`src/rtl/i2c_mem_pkg.sv`:
```
`timescale 1ns/1ps
package i2c_mem_pkg;

    localparam int BYTE_W = 8;

    typedef enum logic [2:0] {
        PH_IDLE,
        PH_RX,
        PH_ACK,
        PH_TX,
        PH_MACK
    } phase_e;

    typedef enum logic [1:0] {
        BK_CTRL,
        BK_ADDR,
        BK_DATA
    } kind_e;

    typedef struct packed {
        phase_e            phase;
        kind_e             kind;
        logic [3:0]        bits;
        logic [BYTE_W-1:0] shreg;
        logic [BYTE_W-1:0] ptr;
        logic              go_tx;
        logic              more;
        logic              oe;
    } tgt_state_t;

endpackage

```
`src/rtl/i2c_sync.sv`:
```
`timescale 1ns/1ps
module i2c_sync #(
    parameter int W      = 2,
    parameter int STAGES = 2
) (
    input  logic         clk,
    input  logic         rst_n,
    input  logic [W-1:0] d,
    output logic [W-1:0] q
);
    logic [STAGES-1:0][W-1:0] ff_q;

    for (genvar s = 0; s < STAGES; s++) begin : g_stage
        always_ff @(posedge clk or negedge rst_n) begin
            if (!rst_n) begin
                ff_q[s] <= '1;
            end else if (s == 0) begin
                ff_q[s] <= d;
            end else begin
                ff_q[s] <= ff_q[(s == 0) ? 0 : s-1];
            end
        end
    end

    assign q = ff_q[STAGES-1];
endmodule

```
`src/rtl/i2c_bus_cond.sv`:
```
`timescale 1ns/1ps
module i2c_bus_cond (
    input  logic clk,
    input  logic rst_n,
    input  logic scl,
    input  logic sda,
    output logic scl_rise,
    output logic scl_fall,
    output logic start_det,
    output logic stop_det
);
    logic scl_p_q, sda_p_q;

    always_ff @(posedge clk or negedge rst_n) begin
        if (!rst_n) begin
            scl_p_q <= 1'b1;
            sda_p_q <= 1'b1;
        end else begin
            scl_p_q <= scl;
            sda_p_q <= sda;
        end
    end

    assign scl_rise  =  scl && !scl_p_q;
    assign scl_fall  = !scl &&  scl_p_q;
    assign start_det =  scl && scl_p_q && sda_p_q && !sda;
    assign stop_det  =  scl && scl_p_q && !sda_p_q && sda;
endmodule

```
`src/rtl/i2c_mem_store.sv`:
```
`timescale 1ns/1ps
module i2c_mem_store #(
    parameter int DEPTH = 96,
    parameter int AW    = 8,
    parameter int DW    = 8
) (
    input  logic          clk,
    input  logic          we,
    input  logic [AW-1:0] waddr,
    input  logic [DW-1:0] wdata,
    input  logic [AW-1:0] raddr,
    output logic [DW-1:0] rdata
);
    logic [DW-1:0] cells [DEPTH];

    always_ff @(posedge clk) begin
        if (we) begin
            cells[waddr] <= wdata;
        end
    end

    assign rdata = cells[raddr];
endmodule

```
`src/rtl/i2c_mem_target.sv`:
```
`timescale 1ns/1ps
module i2c_mem_target
    import i2c_mem_pkg::*;
#(
    parameter int         REG_BYTES = 32,
    parameter int         RAM_BYTES = 64,
    parameter logic [6:0] TARGET_ID = 7'b1101111
) (
    input  logic clk,
    input  logic rst_n,
    input  logic scl_i,
    input  logic sda_i,
    output logic sda_oe_o
);
    localparam int MEM_BYTES = REG_BYTES + RAM_BYTES;

    function automatic logic in_map(input logic [BYTE_W-1:0] a);
        return int'(a) < MEM_BYTES;
    endfunction

    function automatic logic [BYTE_W-1:0] ptr_step(input logic [BYTE_W-1:0] a);
        if (int'(a) == REG_BYTES - 1) return '0;
        if (int'(a) == MEM_BYTES - 1) return BYTE_W'(REG_BYTES);
        return a + BYTE_W'(1);
    endfunction

    logic [1:0] line_s;
    logic       scl_s, sda_s;
    logic       scl_rise, scl_fall, start_det, stop_det;

    i2c_sync #(.W(2), .STAGES(2)) u_sync (
        .clk   (clk),
        .rst_n (rst_n),
        .d     ({scl_i, sda_i}),
        .q     (line_s)
    );
    assign scl_s = line_s[1];
    assign sda_s = line_s[0];

    i2c_bus_cond u_cond (
        .clk       (clk),
        .rst_n     (rst_n),
        .scl       (scl_s),
        .sda       (sda_s),
        .scl_rise  (scl_rise),
        .scl_fall  (scl_fall),
        .start_det (start_det),
        .stop_det  (stop_det)
    );

    tgt_state_t        st_d, st_q;
    logic              mem_we;
    logic [BYTE_W-1:0] mem_rdata;

    i2c_mem_store #(.DEPTH(MEM_BYTES), .AW(BYTE_W), .DW(BYTE_W)) u_mem (
        .clk   (clk),
        .we    (mem_we),
        .waddr (st_q.ptr),
        .wdata (st_q.shreg),
        .raddr (st_q.ptr),
        .rdata (mem_rdata)
    );

    always_comb begin
        st_d   = st_q;
        mem_we = 1'b0;
        if (start_det) begin
            st_d.phase = PH_RX;
            st_d.kind  = BK_CTRL;
            st_d.bits  = '0;
            st_d.oe    = 1'b0;
        end else if (stop_det) begin
            st_d.phase = PH_IDLE;
            st_d.oe    = 1'b0;
        end else begin
            unique case (st_q.phase)
                PH_RX: begin
                    if (scl_rise && st_q.bits != 4'd8) begin
                        st_d.shreg = {st_q.shreg[BYTE_W-2:0], sda_s};
                        st_d.bits  = st_q.bits + 4'd1;
                    end else if (scl_fall && st_q.bits == 4'd8) begin
                        st_d.bits  = '0;
                        st_d.phase = PH_ACK;
                        st_d.oe    = 1'b1;
                        st_d.go_tx = 1'b0;
                        unique case (st_q.kind)
                            BK_CTRL: begin
                                if (st_q.shreg[7:1] == TARGET_ID) begin
                                    if (st_q.shreg[0]) st_d.go_tx = 1'b1;
                                    else               st_d.kind  = BK_ADDR;
                                end else begin
                                    st_d.phase = PH_IDLE;
                                    st_d.oe    = 1'b0;
                                end
                            end
                            BK_ADDR: begin
                                if (in_map(st_q.shreg)) begin
                                    st_d.ptr  = st_q.shreg;
                                    st_d.kind = BK_DATA;
                                end else begin
                                    st_d.phase = PH_IDLE;
                                    st_d.oe    = 1'b0;
                                end
                            end
                            default: begin
                                mem_we   = 1'b1;
                                st_d.ptr = ptr_step(st_q.ptr);
                            end
                        endcase
                    end
                end
                PH_ACK: begin
                    if (scl_fall) begin
                        st_d.bits = '0;
                        if (st_q.go_tx) begin
                            st_d.phase = PH_TX;
                            st_d.shreg = mem_rdata;
                            st_d.oe    = !mem_rdata[BYTE_W-1];
                        end else begin
                            st_d.phase = PH_RX;
                            st_d.oe    = 1'b0;
                        end
                    end
                end
                PH_TX: begin
                    if (scl_fall) begin
                        if (st_q.bits == 4'd7) begin
                            st_d.oe    = 1'b0;
                            st_d.phase = PH_MACK;
                            st_d.ptr   = ptr_step(st_q.ptr);
                        end else begin
                            st_d.shreg = {st_q.shreg[BYTE_W-2:0], 1'b0};
                            st_d.oe    = !st_q.shreg[BYTE_W-2];
                            st_d.bits  = st_q.bits + 4'd1;
                        end
                    end
                end
                PH_MACK: begin
                    if (scl_rise) begin
                        st_d.more = !sda_s;
                    end else if (scl_fall) begin
                        if (st_q.more) begin
                            st_d.phase = PH_TX;
                            st_d.shreg = mem_rdata;
                            st_d.oe    = !mem_rdata[BYTE_W-1];
                            st_d.bits  = '0;
                        end else begin
                            st_d.phase = PH_IDLE;
                        end
                    end
                end
                default: ;
            endcase
        end
    end

    always_ff @(posedge clk or negedge rst_n) begin
        if (!rst_n) begin
            st_q <= '0;
        end else begin
            st_q <= st_d;
        end
    end

    assign sda_oe_o = st_q.oe;
endmodule

```
`config.mk`:
```
export PLATFORM = sky130hd
export DESIGN_NAME = i2c_mem_target
export DESIGN_NICKNAME = d
export VERILOG_FILES = /design/src/rtl/i2c_mem_pkg.sv /design/src/rtl/i2c_sync.sv /design/src/rtl/i2c_bus_cond.sv /design/src/rtl/i2c_mem_store.sv /design/src/rtl/i2c_mem_target.sv
export SDC_FILE = /design/constraint.sdc
export NUM_CORES = 1
export LEC_CHECK = 0
export BUFFER_PORTS_ARGS = -buffer_cell sky130_fd_sc_hd__buf_2
export CORE_ASPECT_RATIO = 0.8
export CORE_UTILIZATION = 40
export CTS_CLUSTER_SIZE = 30
export DETAILED_ROUTE_END_ITERATION = 10
export SETUP_SLACK_MARGIN = 0.5
export SYNTH_ARGS = -nofsm -noshare
export SYNTH_HDL_FRONTEND = slang
export SYNTH_SLANG_ARGS = --single-unit
```
`constraint.sdc`:
```
create_clock -name clk -period 3.13 [get_ports clk]
set_input_delay 0.4695 -clock clk [delete_from_list [all_inputs] [get_ports clk]]
set_output_delay 0.4695 -clock clk [all_outputs]
set_load 0.01 [all_outputs]
```
## Yosys cells after proc, flatten, opt, wreduce, memory -nomap -nowiden

Memories as Yosys holds them, arrays and structs flattened.
Cells that the tools add are included.

- Register bits: 34
- Bits in writable memories: 768
- Output and inout bits: 1
- Word-level logic and storage cells: 192
- Memories kept: 1

Memories:

| name | depth | bits a word | rd ports | clocked after Yosys merged registers in | wr ports | RTL line | source |
|---|---|---|---|---|---|---|---|
| u_mem.cells | 96 | 8 | 1 | 0 | 1 | i2c_mem_store.sv:14 | `logic [DW-1:0] cells [DEPTH];` |

- $add $sub $neg: 2
- Magnitude comparators: 1
- Equality and inequality tests: 44
- Mux-type cells: 97
- Bitwise gates (word level): 3
- Reduce and logical (&&, ||, !) cells: 32

Operators by type and width:

| operator | number |
|---|---|
| $mux W8 | 10 |
| $mux W12 | 5 |
| $mux W1 | 53 |
| $pmux W12 S4 | 1 |
| $ne A4 B4 Y1 const B | 10 |
| $mux W9 | 4 |
| $pmux W8 S2 | 2 |
| $ne A3 B3 Y1 const B | 10 |
| $ne A2 B2 Y1 const B | 14 |
| $mux W24 | 1 |
| $reduce_and A8 Y1 | 3 |
| $mux W20 | 1 |
| $mux W3 | 6 |
| $reduce_and A9 Y1 | 2 |
| $mux W2 | 8 |
| $pmux W3 S4 | 1 |
| $reduce_and A11 Y1 | 1 |
| $pmux W5 S2 | 1 |
| $logic_and A1 B1 Y1 | 9 |
| $add A8 B1 Y8 const B | 1 |
| $eq A8 B6 Y1 const B | 1 |
| $eq A8 B8 Y1 const B | 1 |
| $lt A8 B7 Y1 const B | 1 |
| $eq A7 B7 Y1 const B | 1 |
| other kinds (22) | 32 |

## Longest topological paths before layout

- Depth in word-level cells: 23
- Depth in mapped cells: 12

## Hierarchy

A second synthesis with hierarchy kept.

- Cell total of the unflattened synthesis: 1599
- Area total of the unflattened synthesis: 31960.7 µm²

By module, submodules not included:

| module | times used | cells an instance | area each (µm²) |
|---|---|---|---|
| i2c_mem_store | 1 | 1384 | 29864.9 |
| i2c_mem_target | 1 | 203 | 1890.6 |
| i2c_sync | 1 | 6 | 120.1 |
| i2c_bus_cond | 1 | 6 | 85.1 |

## Worst setup path before layout

OpenSTA, ideal clock, no wires.

- Kind: flip-flop to flip-flop
- Start: register st_q[18] (netlist name)
- End: register st_q[6] (netlist name)
- Setup time: 78 ps
- Arrival time: 2713 ps
- Path slack: 339 ps
- Stages on the path, launching flop included: 10
- Buffers on the path: 2
- Cells stage by stage: dfrtp_1 -> inv_1 -> a31oi_1 -> nor3_1 -> a21oi_1 -> or4b_1 -> clkbuf_1 -> clkbuf_1 -> nor2_1 -> o21bai_1

- Cells in the longest elaborated chain, start to end: 3

RTL lines:

| item | RTL line | source |
|---|---|---|
| start, declared | i2c_mem_target.sv:51 | `tgt_state_t st_d, st_q;` |
| start signal, assigned | i2c_mem_target.sv:161 | `st_q <= st_d;` |
| $lt A8 B7 Y1 | i2c_mem_target.sv:18 | `return int'(a) < MEM_BYTES;` |
| $ne A3 B3 Y1 (no source line) | n/a |  |
| $reduce_and A9 Y1 (no source line) | n/a |  |

No other way between the ends.
A chain may end at the register's enable or synchronous reset.

## Final worst setup path

- Start: register st_q[4] (netlist name)
- End: register st_q[13] (netlist name)

- Cells in the longest elaborated chain, start to end: 5
- Elaborated cells on any way between the ends: 7
- Classes of those cells: mux: 6; memory: 1

RTL lines:

| item | RTL line | source |
|---|---|---|
| $mem_v2 Z96 W8 (*) | n/a |  |
| $mux W12 | i2c_mem_target.sv:142 | `if (st_q.more) begin` |
| $mux W12 | i2c_mem_target.sv:141 | `end else if (scl_fall) begin` |
| $mux W12 | i2c_mem_target.sv:139 | `if (scl_rise) begin` |
| $pmux W12 S4 (*) | i2c_mem_target.sv:76 | `unique case (st_q.phase)` |

Every way passes the cells marked *; elsewhere a longest branch is shown, timed or not. The select of a mux whose other input is x is not followed.

==> run_results.csv <==
group,metric,value,unit
finish,area_growth,19.4,%
synth,synth_area_leader_cell,"edfxtp_1",
power_and_ir_drop,sw_frac_of_total,24.1,%
finish,fin_cells,3290,
power_and_ir_drop,peakVddDrop,0.000428,V
floorplanning,die_x,318,um
cts,cts_root_buf,"clkbuf_16",
placed_design,io_buffer_count,4,
sta,drv_slew,0,
floorplanning,die-area,0.0813,sq mm
placed_design,post-place-cells,3105,
global_route,grt_overflow,0,
synth,synth_commonest_cells,"768 x edfxtp_1, 168 x nor2_1, 125 x a221oi_1",
sta,worst_slack,0.410,ns
run,cap_viol_max_count,0,
global_route,grt.total_usage,24.3,%
global_route,grt_max_degree,100,
sta,timing.fmax,0.368,GHz
power_and_ir_drop,power.leakage,12.2,nW
sta,finalSetupViolCount,0,
synth,yosys_warnings,0,
drt,drt-pass1-iter-count,8,
drt,vias,20600,
placed_design,post-place-ws,0.0234,ns
drt,ant_nets,0,
critical_path,path_max_fanout,23,
global_route,antenna_found_initial,2,
critical_path,critPathLaunchType,"flop",
synth,synth_flop_cell,"edfxtp_1",
synth,ys_async_sr_fraction,4.24,%
power_and_ir_drop,seqPwrFrac,55.4,%
drt,wl,99.4,mm
sta,min_period,2.72,ns
sta,rsz0062_at_grt,"yes",
synth,synth.avg_cell_area,16.2,sq um
synth,synth.most_common_cell,"edfxtp_1",
power_and_ir_drop,comb_power_share,6.8,%
synth,ys_top_cells_by_area,"edfxtp_1 72%, a221oi_1 3.4%, mux2_2 2.8%",
synth,synth_edf_count,768,
cts,clkTransAtPathRegs,0.07,ns
cts,cts_htree_levels,3,
drt,drt-initial-drc-count,3157,
synth,syn_inst,1976,
cts,cts_tree,"done",
outcome,outcome,"completed",
critical_path,cp_slowest_cell,"o21ai_0",
placed_design,place.gp.congestion,0.924,
power_and_ir_drop,p_switching,5.86,mW
sta,worst_pin_slew,1.26,ns
floorplanning,rows,92,
floorplanning,fp.dieH,255,um
drt,avgViaCountPerCell,6.26,
power_and_ir_drop,clockPowerShare,37.8,%
sta,slew_headroom,16.0,%
cts,clock_latency,0.65,ns
power_and_ir_drop,p_per_area,634,mW/mm^2
synth,seq_area_frac_synth,74.6,%
drt,drc,0,
power_and_ir_drop,internal-power,18.4,mW
critical_path,worst_setup_path_end_kind,"flop",
placed_design,dpl_cell_area,0.0347,sq mm
critical_path,cpPeakStageDelay,0.62,ns
power_and_ir_drop,power,24.3,mW
synth,ys_types,86,
critical_path,crit_type,"reg2reg",
drt,wl_per_cell,30.2,um
synth,synth.net_count,1983,
critical_path,crit_required,3.68,ns
finish,drive_gt1_share,26.8,%
global_route,grt_pass1_wl,143,mm
worst_hold_path,hold_class,"reg2reg",
synth,ys_ff_latch,802,
cts,cts.sinks,802,
sta,finalHoldViolations,0,
sta,clock-skew-final,0.0300,ns
synth,syn_area,0.0320,sq mm
sta,setup_tns,0,ns
cts,cts_buffer_depth,3,
floorplanning,ios,5,
finish,final_area,0.0383,sq mm
floorplanning,start_util,40.5,%
critical_path,cp.arrival,3.27,ns
sta,post-route-period-util,86.9,%
floorplanning,core,0.0791,sq mm
placed_design,dp_hpwl,60.7,mm
global_route,grt_pass1_vias,19700,
critical_path,path_cells,"buf_12 > nor2b_4 > buf_4 > a221oi_1 > o21ai_0 > a311oi_2 > a211oi_1",
cts,numCtsBuffers,78,
synth,synth_top_area_share,72.0,%
finish,nets,2199,
==> kinds of logic (layout without fill, tap and decap cells) <==
group	after synthesis	after routing	synth area share, %
adder cells (fa/ha/maj)	3	3	0.117
other	0	1	0
buffers and inverters	157	436	2.46
multiplexers	148	148	5.65
AND/OR/NAND/NOR	356	356	5.18
flip-flops	802	802	74.6
AO/OA/AOI/OAI	509	509	11.9
XOR/XNOR	1	1	0.0273
==> sequential cells by signal, indices dropped and copies added, names as in the netlist <==
name,count
u_cond.scl_p_q,1
u_sync.ff_q,2
sda_oe_o,1
st_q,27
u_mem.cells,768
u_cond.sda_p_q,1
u_sync.q,2
==> stage by stage <==
step	hold slack, ns	utilization, %
after global placement	0.346	43.8
after CTS	0.356	47.7
after floorplan	0.174	-
after detailed placement	0.347	43.8
after global routing	0.358	48.4
final	0.356	48.4
==> layout by cell type, fill, tap and decap left out, drive strengths merged, types with 23 or more instances in the layout <==
cell type    n
a22o        24
inv         23
nand2       80
nor2       170
a22oi       76
mux2i       46
nand3       23
o211ai      24
buf        266
clkinv      35
o21ai       62
clkbuf      99
mux2        84
a221oi     125
dfrtp       28
a21oi       66
edfxtp     768
==> layer usage <==
layer / track usage [%] / up-vias / share of wire, %
li1: - / 8483 / -
met1: 35.2 / 10500 / 42
met2: 35.8 / 1399 / 43
met3: 6.61 / 200 / 12
met4: 7.34 / 2 / 2.8
met5: 0 / - / 0.011
==> worst paths after layout <==
path	startpoint	end	slack (ns)	cells after the start
setup / recovery	st_q[4]	st_q[13]	0.41	7
hold / removal	u_sync.ff_q[0]	u_sync.q[0]	0.36	0
setup reg to reg	st_q[4]	st_q[13]	0.41	7
hold reg to reg	u_sync.ff_q[0]	u_sync.q[0]	0.36	0
max in group asynchronous	rst_n	st_q[11]	1.90	2
min in group asynchronous	rst_n	st_q[25]	0.52	2
==> timing repair <==
item | 4_1_cts | 5_1_grt
resized for setup | 56 | 104
pin swaps | 10 | 30
endpoints found under the setup margin | 226 | 348
gates cloned | 7 | 1
endpoints found under the hold margin | 30 | 0
hold buffers | 3 | 0
setup buffers | 17 | 13
==> worst max-delay path, delay by kind of cell (launching register included) <==
family / cells / cell delay [ns]
AND/OR/NAND/NOR: 1 / 0.17
buffers and inverters: 2 / 0.52
AO/OA/AOI/OAI: 4 / 1.31
flip-flops: 1 / 0.57
==> final cells by class <==
type	instances	area, sq um
fill	6570	40800
clock inverter	45	360
inverter	19	71.3
clock buffer	98	2070
tap	1034	1290
sequential	802	24000
antenna	1	2.50
timing repair buffer	274	2650
multi-input combinational	1017	7850
==> power groups by stage <==
stage / registers, mW / clock network [mW] / logic [mW]
after global routing: 13.4 / 9.67 / 1.73
after global placement: 13.6 / 0 / 1.54
final: 13.4 / 9.19 / 1.65
after floorplan: 14.0 / 0 / 0.136
after detailed placement: 13.7 / 0 / 1.62
after CTS: 13.4 / 9.28 / 1.63
Power figures use the tool's default switching activity.
